==> src/rtl/sdr_pkg.sv <==
package sdr_pkg;

    localparam int ROW_W     = 12;
    localparam int BANK_W    = 2;
    localparam int COL_W     = 8;
    localparam int NUM_BANKS = 4;
    localparam int DATA_W    = 16;
    localparam int ADDR_W    = ROW_W + BANK_W + COL_W;

    typedef enum logic [3:0] {
        CMD_MRS = 4'b0000,
        CMD_REF = 4'b0001,
        CMD_PRE = 4'b0010,
        CMD_ACT = 4'b0011,
        CMD_WR  = 4'b0100,
        CMD_RD  = 4'b0101,
        CMD_NOP = 4'b0111
    } sdr_cmd_e;

    typedef struct packed {
        logic [ROW_W-1:0]  row;
        logic [BANK_W-1:0] bank;
        logic [COL_W-1:0]  col;
    } sdr_addr_t;

    typedef struct packed {
        logic              write;
        logic              autopre;
        sdr_addr_t         addr;
        logic [DATA_W-1:0] wdata;
    } sdr_req_t;

    typedef struct packed {
        sdr_cmd_e          cmd;
        logic [BANK_W-1:0] ba;
        logic [ROW_W-1:0]  a;
    } sdr_bus_t;

    function automatic int burst_words(input logic [2:0] code);
        case (code)
            3'd0:    return 1;
            3'd1:    return 2;
            3'd2:    return 4;
            3'd3:    return 8;
            3'd7:    return 256;
            default: return 1;
        endcase
    endfunction

    function automatic logic [ROW_W-1:0] mode_word(input int cl, input logic [2:0] code);
        logic [ROW_W-1:0] mw;
        mw      = '0;
        mw[2:0] = code;
        mw[6:4] = 3'(cl);
        return mw;
    endfunction

endpackage

==> src/rtl/sdr_bank_table.sv <==
module sdr_bank_table
    import sdr_pkg::*;
#(
    parameter int NB   = NUM_BANKS,
    parameter int RW   = ROW_W,
    parameter int CD_W = 9
) (
    input  logic                   clk,
    input  logic                   rst,
    input  logic                   open_en,
    input  logic [$clog2(NB)-1:0]  open_bank,
    input  logic [RW-1:0]          open_row,
    input  logic                   close_en,
    input  logic [$clog2(NB)-1:0]  close_bank,
    input  logic                   close_all,
    input  logic [CD_W-1:0]        close_cd,
    output logic [NB-1:0]          open_vec,
    output logic [NB-1:0][RW-1:0]  rows,
    output logic [NB-1:0]          cd_zero
);
    localparam int BW = $clog2(NB);

    for (genvar b = 0; b < NB; b++) begin : g_bank
        logic [CD_W-1:0] cd;
        logic            shut;

        assign shut       = close_all || (close_en && close_bank == BW'(b));
        assign cd_zero[b] = (cd == '0);

        always_ff @(posedge clk) begin
            if (rst) begin
                open_vec[b] <= 1'b0;
                rows[b]     <= '0;
                cd          <= '0;
            end else if (shut) begin
                open_vec[b] <= 1'b0;
                cd          <= close_cd;
            end else begin
                if (cd != '0) cd <= cd - 1'b1;
                if (open_en && open_bank == BW'(b)) begin
                    open_vec[b] <= 1'b1;
                    rows[b]     <= open_row;
                end
            end
        end
    end

endmodule

==> src/rtl/sdr_refresh_timer.sv <==
module sdr_refresh_timer #(
    parameter int INTERVAL = 780
) (
    input  logic clk,
    input  logic rst,
    input  logic run,
    input  logic ack,
    output logic pend
);
    localparam int CW = $clog2(INTERVAL + 1);

    logic [CW-1:0] cnt;
    logic          tick;

    assign tick = run && (cnt == CW'(INTERVAL - 1));

    always_ff @(posedge clk) begin
        if (rst) begin
            cnt  <= '0;
            pend <= 1'b0;
        end else begin
            if (run) cnt <= tick ? '0 : cnt + 1'b1;
            pend <= tick || (pend && !ack);
        end
    end

endmodule

==> src/rtl/sdr_read_return.sv <==
module sdr_read_return #(
    parameter int CL = 2,
    parameter int DW = 16
) (
    input  logic          clk,
    input  logic          rst,
    input  logic          rd_issue,
    input  logic [DW-1:0] dq_in,
    output logic          rsp_valid,
    output logic [DW-1:0] rsp_data
);
    // trk[k] is high in the k-th cycle after a READ reached the bus
    logic [CL:0] trk;

    always_ff @(posedge clk) begin
        if (rst) begin
            trk       <= '0;
            rsp_valid <= 1'b0;
            rsp_data  <= '0;
        end else begin
            trk       <= {trk[CL-1:0], rd_issue};
            rsp_valid <= trk[CL];
            if (trk[CL]) rsp_data <= dq_in;
        end
    end

endmodule

==> src/rtl/sdr_cmd_ctrl.sv <==
module sdr_cmd_ctrl
    import sdr_pkg::*;
#(
    parameter int         INIT_CYCLES      = 10000,
    parameter int         T_RCD            = 2,
    parameter int         T_RP             = 2,
    parameter int         T_RFC            = 7,
    parameter int         T_MRD            = 2,
    parameter int         CAS_LAT          = 2,
    parameter int         REFRESH_INTERVAL = 780,
    parameter logic [2:0] BURST_CODE       = 3'd0
) (
    input  logic                clk,
    input  logic                rst,
    input  logic                req_valid,
    output logic                req_ready,
    input  logic                req_write,
    input  logic                req_autopre,
    input  logic [ADDR_W-1:0]   req_addr,
    input  logic [DATA_W-1:0]   req_wdata,
    output logic                rsp_valid,
    output logic [DATA_W-1:0]   rsp_data,
    output logic                sd_cs_n,
    output logic                sd_ras_n,
    output logic                sd_cas_n,
    output logic                sd_we_n,
    output logic [BANK_W-1:0]   sd_ba,
    output logic [ROW_W-1:0]    sd_addr,
    output logic [DATA_W-1:0]   sd_dq_out,
    output logic                sd_dq_oe,
    input  logic [DATA_W-1:0]   sd_dq_in
);
    localparam int BL_WORDS = burst_words(BURST_CODE);
    localparam int AP_CD    = T_RP + BL_WORDS - 1;
    localparam int CD_W     = $clog2(AP_CD + 2);
    localparam int WAIT_MAX = INIT_CYCLES + T_RFC + T_RP + T_MRD + T_RCD;
    localparam int WAIT_W   = $clog2(WAIT_MAX + 1);
    localparam logic [ROW_W-1:0] MODE = mode_word(CAS_LAT, BURST_CODE);

    typedef enum logic [3:0] {
        ST_INIT_WAIT, ST_INIT_PALL, ST_INIT_REF1, ST_INIT_REF2, ST_INIT_MRS,
        ST_IDLE, ST_OPEN, ST_ACCESS, ST_REF_WAIT
    } state_e;

    state_e             state, nxt_state;
    logic [WAIT_W-1:0]  wait_cnt, nxt_wait;
    logic               wait0;
    sdr_req_t           cur, in_req, sel;
    sdr_bus_t           bus_q, bus_nxt;
    logic               init_done;
    logic               take, do_act, do_access, rd_issue, wr_issue;
    logic               open_en, close_en, close_all;
    logic [CD_W-1:0]    close_cd;
    logic [NUM_BANKS-1:0]            open_vec, cd_zero;
    logic [NUM_BANKS-1:0][ROW_W-1:0] rows;
    logic               ref_pend, ref_ack;
    logic               tgt_open, tgt_hit;

    assign in_req.write   = req_write;
    assign in_req.autopre = req_autopre;
    assign in_req.addr    = sdr_addr_t'(req_addr);
    assign in_req.wdata   = req_wdata;

    assign wait0     = (wait_cnt == '0);
    assign req_ready = (state == ST_IDLE) && wait0 && !ref_pend;
    assign sel       = (state == ST_IDLE) ? in_req : cur;
    assign tgt_open  = open_vec[sel.addr.bank];
    assign tgt_hit   = tgt_open && (rows[sel.addr.bank] == sel.addr.row);

    always_comb begin
        nxt_state = state;
        nxt_wait  = wait0 ? '0 : wait_cnt - 1'b1;
        bus_nxt   = '{cmd: CMD_NOP, ba: '0, a: '0};
        take      = 1'b0;
        do_act    = 1'b0;
        do_access = 1'b0;
        close_en  = 1'b0;
        close_all = 1'b0;
        close_cd  = CD_W'(T_RP - 1);
        ref_ack   = 1'b0;
        case (state)
            ST_INIT_WAIT: if (wait0) nxt_state = ST_INIT_PALL;
            ST_INIT_PALL: begin
                bus_nxt.cmd   = CMD_PRE;
                bus_nxt.a[10] = 1'b1;
                close_all     = 1'b1;
                nxt_wait      = WAIT_W'(T_RP - 1);
                nxt_state     = ST_INIT_REF1;
            end
            ST_INIT_REF1, ST_INIT_REF2: if (wait0) begin
                bus_nxt.cmd = CMD_REF;
                nxt_wait    = WAIT_W'(T_RFC - 1);
                nxt_state   = (state == ST_INIT_REF1) ? ST_INIT_REF2 : ST_INIT_MRS;
            end
            ST_INIT_MRS: if (wait0) begin
                bus_nxt.cmd = CMD_MRS;
                bus_nxt.a   = MODE;
                nxt_wait    = WAIT_W'(T_MRD - 1);
                nxt_state   = ST_IDLE;
            end
            ST_IDLE: if (wait0) begin
                if (ref_pend) begin
                    if (|open_vec) begin
                        bus_nxt.cmd   = CMD_PRE;
                        bus_nxt.a[10] = 1'b1;
                        close_all     = 1'b1;
                    end
                    nxt_state = ST_REF_WAIT;
                end else if (req_valid) begin
                    take = 1'b1;
                    if (tgt_hit) begin
                        do_access = 1'b1;
                    end else if (tgt_open) begin
                        bus_nxt.cmd = CMD_PRE;
                        bus_nxt.ba  = sel.addr.bank;
                        close_en    = 1'b1;
                        nxt_state   = ST_OPEN;
                    end else if (cd_zero[sel.addr.bank]) begin
                        do_act = 1'b1;
                    end else begin
                        nxt_state = ST_OPEN;
                    end
                end
            end
            ST_OPEN: if (cd_zero[sel.addr.bank]) do_act = 1'b1;
            ST_ACCESS: if (wait0) begin
                do_access = 1'b1;
                nxt_state = ST_IDLE;
            end
            ST_REF_WAIT: if (&cd_zero) begin
                bus_nxt.cmd = CMD_REF;
                ref_ack     = 1'b1;
                nxt_wait    = WAIT_W'(T_RFC - 1);
                nxt_state   = ST_IDLE;
            end
            default: nxt_state = ST_IDLE;
        endcase

        if (do_act) begin
            bus_nxt.cmd = CMD_ACT;
            bus_nxt.ba  = sel.addr.bank;
            bus_nxt.a   = sel.addr.row;
            nxt_wait    = WAIT_W'(T_RCD - 1);
            nxt_state   = ST_ACCESS;
        end
        if (do_access) begin
            bus_nxt.cmd      = sel.write ? CMD_WR : CMD_RD;
            bus_nxt.ba       = sel.addr.bank;
            bus_nxt.a        = ROW_W'(sel.addr.col);
            bus_nxt.a[10]    = sel.autopre;
            nxt_state        = ST_IDLE;
            if (sel.autopre) begin
                close_en = 1'b1;
                close_cd = CD_W'(AP_CD);
            end
        end
    end

    assign open_en  = do_act;
    assign rd_issue = do_access && !sel.write;
    assign wr_issue = do_access && sel.write;

    always_ff @(posedge clk) begin
        if (rst) begin
            state     <= ST_INIT_WAIT;
            wait_cnt  <= WAIT_W'(INIT_CYCLES - 1);
            bus_q     <= '{cmd: CMD_NOP, ba: '0, a: '0};
            cur       <= '0;
            init_done <= 1'b0;
            sd_dq_oe  <= 1'b0;
            sd_dq_out <= '0;
        end else begin
            state    <= nxt_state;
            wait_cnt <= nxt_wait;
            bus_q    <= bus_nxt;
            sd_dq_oe <= wr_issue;
            if (take) cur <= in_req;
            if (wr_issue) sd_dq_out <= sel.wdata;
            if (bus_nxt.cmd == CMD_MRS) init_done <= 1'b1;
        end
    end

    assign {sd_cs_n, sd_ras_n, sd_cas_n, sd_we_n} = bus_q.cmd;
    assign sd_ba   = bus_q.ba;
    assign sd_addr = bus_q.a;

    sdr_bank_table #(.NB(NUM_BANKS), .RW(ROW_W), .CD_W(CD_W)) u_banks (
        .clk        (clk),
        .rst        (rst),
        .open_en    (open_en),
        .open_bank  (sel.addr.bank),
        .open_row   (sel.addr.row),
        .close_en   (close_en),
        .close_bank (sel.addr.bank),
        .close_all  (close_all),
        .close_cd   (close_cd),
        .open_vec   (open_vec),
        .rows       (rows),
        .cd_zero    (cd_zero)
    );

    sdr_refresh_timer #(.INTERVAL(REFRESH_INTERVAL)) u_refresh (
        .clk  (clk),
        .rst  (rst),
        .run  (init_done),
        .ack  (ref_ack),
        .pend (ref_pend)
    );

    sdr_read_return #(.CL(CAS_LAT), .DW(DATA_W)) u_rdret (
        .clk       (clk),
        .rst       (rst),
        .rd_issue  (rd_issue),
        .dq_in     (sd_dq_in),
        .rsp_valid (rsp_valid),
        .rsp_data  (rsp_data)
    );

endmodule

==> config.mk <==
export PLATFORM = sky130hd
export DESIGN_NAME = sdr_cmd_ctrl
export DESIGN_NICKNAME = d
export VERILOG_FILES = /design/src/rtl/sdr_pkg.sv /design/src/rtl/sdr_bank_table.sv /design/src/rtl/sdr_refresh_timer.sv /design/src/rtl/sdr_read_return.sv /design/src/rtl/sdr_cmd_ctrl.sv
export SDC_FILE = /design/constraint.sdc
export NUM_CORES = 1
export LEC_CHECK = 0
export ABC_AREA = 0
export ABC_CLOCK_PERIOD_IN_PS = 8800
export BUFFER_PORTS_ARGS = -buffer_cell sky130_fd_sc_hd__buf_4
export CAP_MARGIN = 25
export CORE_ASPECT_RATIO = 0.5
export CORE_MARGIN = 2
export CORE_UTILIZATION = 25
export DETAILED_ROUTE_END_ITERATION = 12
export GPL_ROUTABILITY_DRIVEN = 1
export GPL_TIMING_DRIVEN = 0
export HOLD_SLACK_MARGIN = 0.06
export PLACE_DENSITY = 0.48
export RECOVER_POWER = 100
export SYNTH_ARGS = -nofsm -noshare
export SYNTH_HDL_FRONTEND = slang
export SYNTH_SLANG_ARGS = --single-unit
export TNS_END_PERCENT = 50
==> constraint.sdc <==
create_clock -name clk -period 8.8 [get_ports clk]
set_input_delay 0.44 -clock clk [delete_from_list [all_inputs] [get_ports clk]]
set_output_delay 0.44 -clock clk [all_outputs]
set_load 0.005 [all_outputs]
==> impl_results.md, run 1 <==
* Final setup fails at 0
* Area after DPL at 9810 sq um
* Drt drc at 0
* Adder-Cell Fraction of Synth Area at 0.00892
* Worst R2R End: sd_addr[7]
* R2r startpoint: state[0]
* Fin worst setup slack at 2.53 ns
* Ys async rst share at 0
* Register bit total from synthesis at 184
* CP max stage cell: clkbuf_1
* Hold WC Path Type: input pin to flip-flop
* Count of pins over their slew limit at 0
* Synth Area in Simple Gates at 0.201
* YS warnings at 0
* Final net count at ~1200
* H-tree Lvls at 4
* MaxCap Viol Count at 0
* DR WL/cell at 17.5 microns
* Top cell by count, worst path: clkbuf_1
* Compound-Gate Fraction of Synth Area at 0.195
* Root Driver: clkbuf_16
* Share of the yosys chip area belonging to registers at 0.437
* Row count at 47
* Crit end category: flip-flop
* Fin cells at 1585
* Family with the most delay on the worst path: buffers and inverters
* Total gr overflow at 0
* Port bufs at 109
* First-pass GRT wire length at 42.9 mm
* Clock Skew at around 0.015 ns
* Setup bufs post-CTS at 0
* Layout cells sized above 1 at 0.134
* Fin crit share at 0.713
* Cts bufs inserted at 17
* Mean area per synthesized cell at 8.42 sq um
* Worst Hold Path EP: u_rdret.rsp_data[1]
* Hpwl dp at just over 20 mm
* Number of flops mapped to enable cells by yosys at 0
* Cts hold-fix bufs at 0
* Hold path startpoint: sd_dq_in[1]
* Ys flop type: dfxtp_1
* Final ANT Viol Nets at 0
* Max stage delay on crit path at 0.67 ns
* Yosys top cell by area: dfxtp_1
* Max Fclk at between 150 and 200 MHz
* RSZ-0062 raised after global routing: false
* Utilization after layout at 0.309
* Worst Path Required at between 9 and 10 ns
* Reg2Reg Depth at 14
* Critical-path cell list: clkbuf_1 > and4bb_1 > clkbuf_1 > clkbuf_1 > mux2i_1 > clkbuf_1 > xor2_1 > nor4_1 > o22ai_2 > nor3_1 > a41oi_1 > or2_0 > clkbuf_1 > o22ai_1
* WP buf/inv at 5
* Die X at ~260 microns
* Final min period at 6.27 ns
* Vias in the first global route at 7452
* TNS Setup at 0 ns
* Actual slew at the worst max-slew pin at 1.04 ns
* Max transition margin at 0.284
* Largest cells by area after synthesis: dfxtp_1, nand2_1, mux2i_1
* Tot GR Track Use at 0.156
* Leak at 3.44 nW
* Arr. time, crit path at 6.61 ns
* Status: finished clean
* # diodes at 0
* Multiplexer share of the synthesized area at 0.0785
* Design area at 10200 sq um
* Vias post-DR at a little under 8000
* Antenna violations before repair at 0
* Main combinational cell family by area after synthesis: simple AND/OR/NAND/NOR gates
* Core area at roughly 33000 sq um
* DP Worst Slack at between 4 and 5 ns
* Mapped Area at 8420 sq um
* Syn_nets at about 1100
* Kind of critical path: flip-flop to flip-flop
* RePlAce Congestion at 0.900
* Die Area at 35300 sq um
* Clk_lat worst skew at 0.44 ns
* Cells after Synth at 1000
* Worst-path clk slew at 0.07 ns
* Xor and xnor area share after synthesis at 0.0343
* Final Hold Vio Count at 0
* Worst VDD drop at ~0.14 mV
* Top Ports at 112
* Clock sink total at 184
* PwrDens at 190 nW/um^2
* Post-synth cell types at 72
* Resize count post-CTS at 0
* Post-placement cell count at 1553
* CTS tree: yes
* Pre-Repair DR Iteration Count at 6
* Post-Route WL at ~28 mm
* Synthesis-to-layout area growth at 21.5%
* Starting density of the core at 0.254
* R2R setup slack at 2.53 ns
* First DRT Iteration DRCs at approximately 650
* Hold path cells at 3
* Die H at around 130 microns
* Critical path launch point type: flip-flop
* Vias per inst at 4.89
* Largest net degree at the start of global routing at 17
* Bufs on Longest Clock Path at 2
* Worst Path Max Fanout at 10
* Post-synth top area share at 0.437
==> area by class of cell <==
class,count,area [sq um]
Buffer,67,278
Inverter,18,67.6
Clock buffer,20,447
Multi-Input combinational cell,731,4280
Sequential cell,184,3680
Tap cell,441,552
Clock inverter,12,139
Timing Repair Buffer,112,781
Fill cell,3491,22900
==> worst max path at each step <==
stage | slack [ns] | cells after the start | startpoint | to
final | 2.53 | 14 | state[0] | sd_addr[7]
after global routing | 2.08 | 14 | state[0] | sd_addr[7]
after CTS | 4.04 | 14 | state[0] | sd_dq_out[12]
after detailed placement | 4.06 | 13 | state[0] | sd_we_n
after global placement | 3.85 | 12 | state[0] | sd_we_n
after floorplan | 5.51 | 13 | req_addr[9] | u_banks.g_bank[0].cd[0]
==> sequential cells by signal (all words and copies together) (netlist names), 2 cells and up <==
register and cells:
u_banks.rows 48, sd_addr 12, cur 40, state 4
u_banks.open_vec 4, u_rdret.rsp_data 16, wait_cnt 14, u_banks.g_bank.cd 8
sd_dq_out 16, sd_ba 2, u_rdret.trk 3, u_refresh.cnt 10
==> cells in the final DEF, fill, tap and decap left out, types with 17 or more instances in the layout <==
master / netlist / layout
a211oi_1: 52 / 52
a21o_1: 17 / 17
a21oi_1: 82 / 82
buf_4: 3 / 61
clkbuf_1: 47 / 75
clkbuf_16: 0 / 17
clkbuf_4: 0 / 37
dfxtp_1: 184 / 184
inv_1: 17 / 17
mux2i_1: 53 / 53
nand2_1: 195 / 196
nor2_1: 109 / 113
o21ai_0: 26 / 26
xnor2_1: 19 / 19
==> routing by layer <==
metal | part of all wire | vias to the layer above | GRT usage
met1 | 0.44 | 3767 | 0.199
met5 | 0 | - | 0
met4 | 0.019 | 0 | 0.0489
met2 | 0.49 | 199 | 0.266
li1 | - | 3744 | -
met3 | 0.055 | 40 | 0.0332
==> cells by family after synthesis <==
kind of cell,after synthesis
and+or+nand+nor,388
AOI/OAI and AO/OA,240
DFF,184
buffers and inverters,85
muxes,63
xor gates and xnor gates,33
adders and majority gates,6
other,1
==> power by group <==
part	total, W	switching, W	internal [W]
clock	0.000783	0.000352	0.000431
combinational	0.000274	0.000155	0.000119
sequential	0.000889	0.0000250	0.000864
==> synth_stat cells, types with 4 or more instances <==
master	count
a21o_1	17
o22ai_2	8
nor2_1	109
o211ai_1	5
mux2_2	7
or3_1	5
xnor2_1	19
nor2_2	4
buf_2	10
nand2b_1	8
dfxtp_1	184
buf_6	4
nor3_1	10
clkbuf_1	47
ha_1	6
o31a_1	4
and3_1	4
o21a_1	4
o22ai_1	6
nor2b_1	6
mux2i_1	53
nand2_1	195
a21oi_1	82
nand4_1	4
inv_1	17
nand3_1	13
nor4_1	8
o21ai_0	26
o32ai_1	5
xor2_1	14
a211oi_1	52
==> metrics by stage <==
step	total power (W)	hold WS (ns)
finish	0.00195	0.233
global route	0.00203	0.221
CTS	0.00197	0.224
detailed placement	0.00119	0.442
global placement	0.00118	0.435
floorplan	0.00110	0.414
==> worst min-delay path, delay by kind of cell <==
kind / cells / cell delay, ns
buffers and inverters: 1 / 0.07
AND/OR/NAND/NOR: 1 / 0.07
multiplexers: 1 / 0.05
No activity file was read; power rests on OpenSTA's default activity.
==> inputs of run 2 (changes only) <==
ABC_CLOCK_PERIOD_IN_PS = 6500   (was 8800)
clock period = 6.5 ns   (was 8.8 ns; I/O delays follow)
==> impl_results.md, run 2 (same netlist as run 1, synthesis figures left out) <==
* First DRT Iteration DRCs at 650
* Port bufs at 109
* Final net count at approximately 1200
* Regs by FF count: u_banks.rows (48), cur (40)
* Met1 usage at 0.199
* Final setup fails at 0
* Hpwl dp at 20.8 mm
* Fin crit share at 0.859
* Synthesis-to-layout area growth at 21.8%
* Final Hold Vio Count at 0
* Vias per inst at a little under 5
* Bufs on Longest Clock Path at 2
* Worst Path Max Fanout at 10
* Clock sink total at 184
* Resize count post-CTS at 0
* Met3 global-route usage at 0.0332
* Vias post-DR at 7776
* Top Ports at ~110
* Vias in the first global route at 7452
* Pre-Repair DR Iteration Count at 6
* Commonest cells after routing, fill and taps aside: nand2_1, dfxtp_1, nor2_1
* Worst VDD drop at 0.198 mV
* Crit end category: flip-flop
* Die H at 134 microns
* Hold WC Path Type: input pin to flip-flop
* Count of pins over their slew limit at 0
* Cts hold-fix bufs at 0
* Die Area at 35300 sq um
* Largest net degree at the start of global routing at 17
* DR WL/cell at 17.5 microns
* CP max stage cell: nor4_1
* Met2 Resource Use GR at 0.266
* Status: finished clean
* Total gr overflow at 0
* RSZ-0062 raised after global routing: false
* Critical-path cell list: clkbuf_1 > and4bb_1 > clkbuf_1 > buf_2 > mux2i_1 > clkbuf_1 > xor2_1 > nor4_1 > o22ai_1 > nor3_4 > a41oi_1 > or2_0 > buf_6 > o22ai_1
* Max transition margin at 0.283
* Commonest non-fill, non-tap cell in the layout: nand2_1
* CTS tree: yes
* Max Fclk at 179 MHz
* PwrDens at 257 nW/um^2
* DP Worst Slack at 1.76 ns
* Arr. time, crit path at 5.94 ns
* Drt drc at 0
* Die X at 264 microns
* Final ANT Viol Nets at 0
* Max stage delay on crit path at 0.61 ns
* Final min period at 5.59 ns
* Core area at ~33000 sq um
* Kind of critical path: flip-flop to flip-flop
* Grt peak-use layer: met2
* Root Driver: clkbuf_16
* MaxCap Viol Count at 0
* Antenna violations before repair at 0
* First-pass GRT wire length at 42.9 mm
* Cts bufs inserted at 17
* Critical path launch point type: flip-flop
* Clock Skew at 0.0138 ns
* H-tree Lvls at 4
* Layout cells sized above 1 at 0.138
* Worst Path Required at 6.85 ns
* Max reg flops at 48
* Family with the most delay on the worst path: buffers and inverters
* Row count at 47
* Starting density of the core at 0.254
* Actual slew at the worst max-slew pin at 1.06 ns
* Worst-path clk slew at 0.07 ns
* Setup bufs post-CTS at 0
* RePlAce Congestion at 0.900
* Fin worst setup slack at just over 0.9 ns
* Post-Route WL at 27.7 mm
* # diodes at 0
* Tot GR Track Use at 0.156
* TNS Setup at 0 ns
* Fin Hold WS at ~0.12 ns
* Leak at around 3.5 nW
* Top cell by count, worst path: clkbuf_1
* Largest register by flop count: u_banks.rows
* WP buf/inv at 5
* Clk_lat worst skew at 0.44 ns
-- run 2: final timing paths --
check                   start             endpoint  slack [ns]  depth (start not counted)
hold / removal    sd_dq_in[1]  u_rdret.rsp_data[1]        0.12                          3
setup / recovery     state[0]           sd_addr[6]        0.91                         14
hold reg to reg       cur[37]              cur[37]        0.45                          2
setup reg to reg     state[0]           sd_addr[6]        0.91                         14
-- run 2: routing by layer --
metal | wire length, microns | vias up
met2 | 13500 | 196
met4 | 470 | 0
met5 | 0 | -
met3 | 1500 | 32
li1 | - | 3744
met1 | 12200 | 3804
-- run 2: metrics by stage --
stage / power, W / cell area, sq um / instances / utilization
6_report: 0.00264 / 10300 / 1585 / 0.310
4_1_cts: 0.00267 / 10400 / 1585 / 0.314
3_5_place_dp: 0.00161 / 9810 / 1553 / 0.296
3_3_place_gp: 0.00160 / 9790 / 1550 / 0.296
5_1_grt: 0.00276 / 10300 / 1585 / 0.310
2_1_floorplan: 0.00148 / 8420 / 1000 / -
-- run 2: area by class of cell --
cell class | count | area, sq um
inverter | 18 | 67.6
fill | 3486 | 22800
clock inverter | 12 | 139
tap | 441 | 552
multi-input combinational | 731 | 4300
sequential | 184 | 3680
buffer | 67 | 287
timing repair buffer | 112 | 781
clock buffer | 20 | 447
-- run 2: worst min-delay path, delay by kind of cell --
family	cells	cell delay, ns
buffers and inverters	1	0.07
multiplexers	1	0.05
AND/OR/NAND/NOR	1	0.07
-- run 2: power breakdown --
part	total, W	internal [W]	leakage, nW	switching (W)
clock	0.00106	0.000583	0.285	0.000478
combinational	0.000374	0.000163	1.69	0.000211
sequential	0.00120	0.00117	1.48	0.0000339
==> inputs of run 3 (changes only) <==
RECOVER_POWER = 50   (was 100)
==> impl_results.md, run 3 (same netlist as run 1, synthesis figures left out) <==
* Status: finished clean
* # diodes at 0
* Die Area at 35300 sq um
* Worst R2R End: sd_dq_out[12]
* Final Hold Vio Count at 0
* Hold WC Path Type: input pin to flip-flop
* Arr. time, crit path at 5.10 ns
* Setup bufs post-CTS at 0
* Worst-path clk slew at 0.07 ns
* Final ANT Viol Nets at 0
* DP Worst Slack at between 1.5 and 2 ns
* Final setup fails at 0
* RSZ-0062 raised after global routing: false
* CP max stage cell: mux2i_1
* Actual slew at the worst max-slew pin at approximately 1.0 ns
* Vias in the first global route at 7452
* Final min period at 4.80 ns
* DR WL/cell at 17.5 microns
* CTS tree: yes
* Vias post-DR at about 7800
* Vias per inst at 4.89
* Root Driver: clkbuf_16
* Regs by FF count: u_banks.rows (48), cur (40)
* Top Ports at 112
* Fin worst setup slack at 1.70 ns
* Resize count post-CTS at 0
* First-pass GRT wire length at 42.9 mm
* Worst VDD drop at 0.197 mV
* Clock sink total at 184
* R2r startpoint: state[0]
* Worst Path Max Fanout at 10
* Register area at 3680 sq um
* Total Power at 0.00264 W
* Max transition margin at 0.287
* Grt peak-use layer: met2
* PwrDens at 255 nW/um^2
* Crit. Startpoint: state[0]
* Cts bufs inserted at 17
* Core area at 33100 sq um
* Fillers at roughly 3500
* Met2 Resource Use GR at 0.266
* Largest net degree at the start of global routing at 17
* Met3 global-route usage at 0.0332
* Clk_lat worst skew at 0.44 ns
* H-tree Lvls at 4
* Top cell by count, worst path: buf_2
* Critical path depth in cells at 13
* Commonest cells after routing, fill and taps aside: nand2_1, dfxtp_1, nor2_1
* Worst Path Required at 6.80 ns
* Synthesis-to-layout area growth at 22.8%
* Fin cells at between 1500 and 2000
* Row count at 47
* Bufs on Longest Clock Path at 2
* Met1 usage at 0.199
* Tot GR Track Use at 0.156
* Pre-Repair DR Iteration Count at 5
* Total gr overflow at 0
* Max Fclk at 208 MHz
* Post-Route WL at 27.7 mm
* Die H at 134 microns
* Final net count at approximately 1200
* Leak at roughly 3.5 nW
* Cts hold-fix bufs at 0
* Drt drc at 0
* Post-placement cell count at 1553
* Starting density of the core at 0.254
* Kind of critical path: flip-flop to flip-flop
* TNS Setup at 0 ns
* Count of pins over their slew limit at 0
* Die X at 264 microns
* Area of the multi-input gates at 4360 sq um
* Clock Skew at 0.0148 ns
* Largest register by flop count: u_banks.rows
* Max reg flops at 48
* WP buf/inv at 4
* Commonest non-fill, non-tap cell in the layout: nand2_1
* MaxCap Viol Count at 0
* Reg2Reg Depth at 13
* Utilization after layout at 0.312
* Crit end category: flip-flop
* Port bufs at ~110
* Setup crit end: sd_dq_out[12]
* Max stage delay on crit path at 0.86 ns
* First DRT Iteration DRCs at ~600
* Critical-path cell list: buf_2 > and4bb_1 > buf_4 > buf_2 > mux2i_1 > xor2_1 > nor4_1 > o22ai_2 > o32ai_2 > nand2_2 > clkbuf_1 > nand2_1 > a21oi_1
* Layout cells sized above 1 at 0.155
* R2R setup slack at 1.70 ns
* Antenna violations before repair at 0
* RePlAce Congestion at 0.900
* Hpwl dp at 20.8 mm
* Family with the most delay on the worst path: simple AND/OR/NAND/NOR gates
* Fin crit share at 0.739
* Critical path launch point type: flip-flop
==> run 3: per-layer routing <==
layer / wire, microns / part of all wire
met2: 13500 / 0.49
met3: 1590 / 0.057
met5: 0 / 0
met1: 12200 / 0.44
met4: 466 / 0.017
==> run 3: worst min path at each step <==
stage	slack (ns)	endpoint	depth (start not counted)	start
2_1_floorplan	0.41	u_rdret.trk[1]	1	u_rdret.trk[0]
3_3_place_gp	0.44	u_rdret.trk[1]	1	u_rdret.trk[0]
3_5_place_dp	0.44	cur[37]	2	cur[37]
4_1_cts	0.11	u_rdret.rsp_data[5]	3	sd_dq_in[5]
5_1_grt	0.11	u_rdret.rsp_data[4]	3	sd_dq_in[4]
6_report	0.12	u_rdret.rsp_data[1]	3	sd_dq_in[1]
==> run 3: power by group <==
part	internal (W)	switching, W	total [W]
clock	0.000583	0.000478	0.00106
combinational	0.000164	0.000212	0.000377
sequential	0.00117	0.0000340	0.00120
==> run 3: worst min-delay path: cells and delay by family <==
family | cells | cell delay (ns)
buffers and inverters | 1 | 0.07
muxes | 1 | 0.05
and+or+nand+nor | 1 | 0.07
==> run 3: final cells by class <==
type	instances	area share
repair buffers	112	0.0759
well taps	441	0.0534
multi-input cells	731	0.422
plain buffers	67	0.0295
inverters	18	0.00653
flip-flops and latches	184	0.356
clock inverters	12	0.0134
clock buffers	20	0.0432
==> run 3: per-stage QoR <==
stage | hold WS (ns) | cell area (sq um)
after floorplan | 0.414 | 8420
after global placement | 0.435 | 9790
after detailed placement | 0.442 | 9810
after CTS | 0.109 | 10400
after global routing | 0.106 | 10300
final | 0.115 | 10300
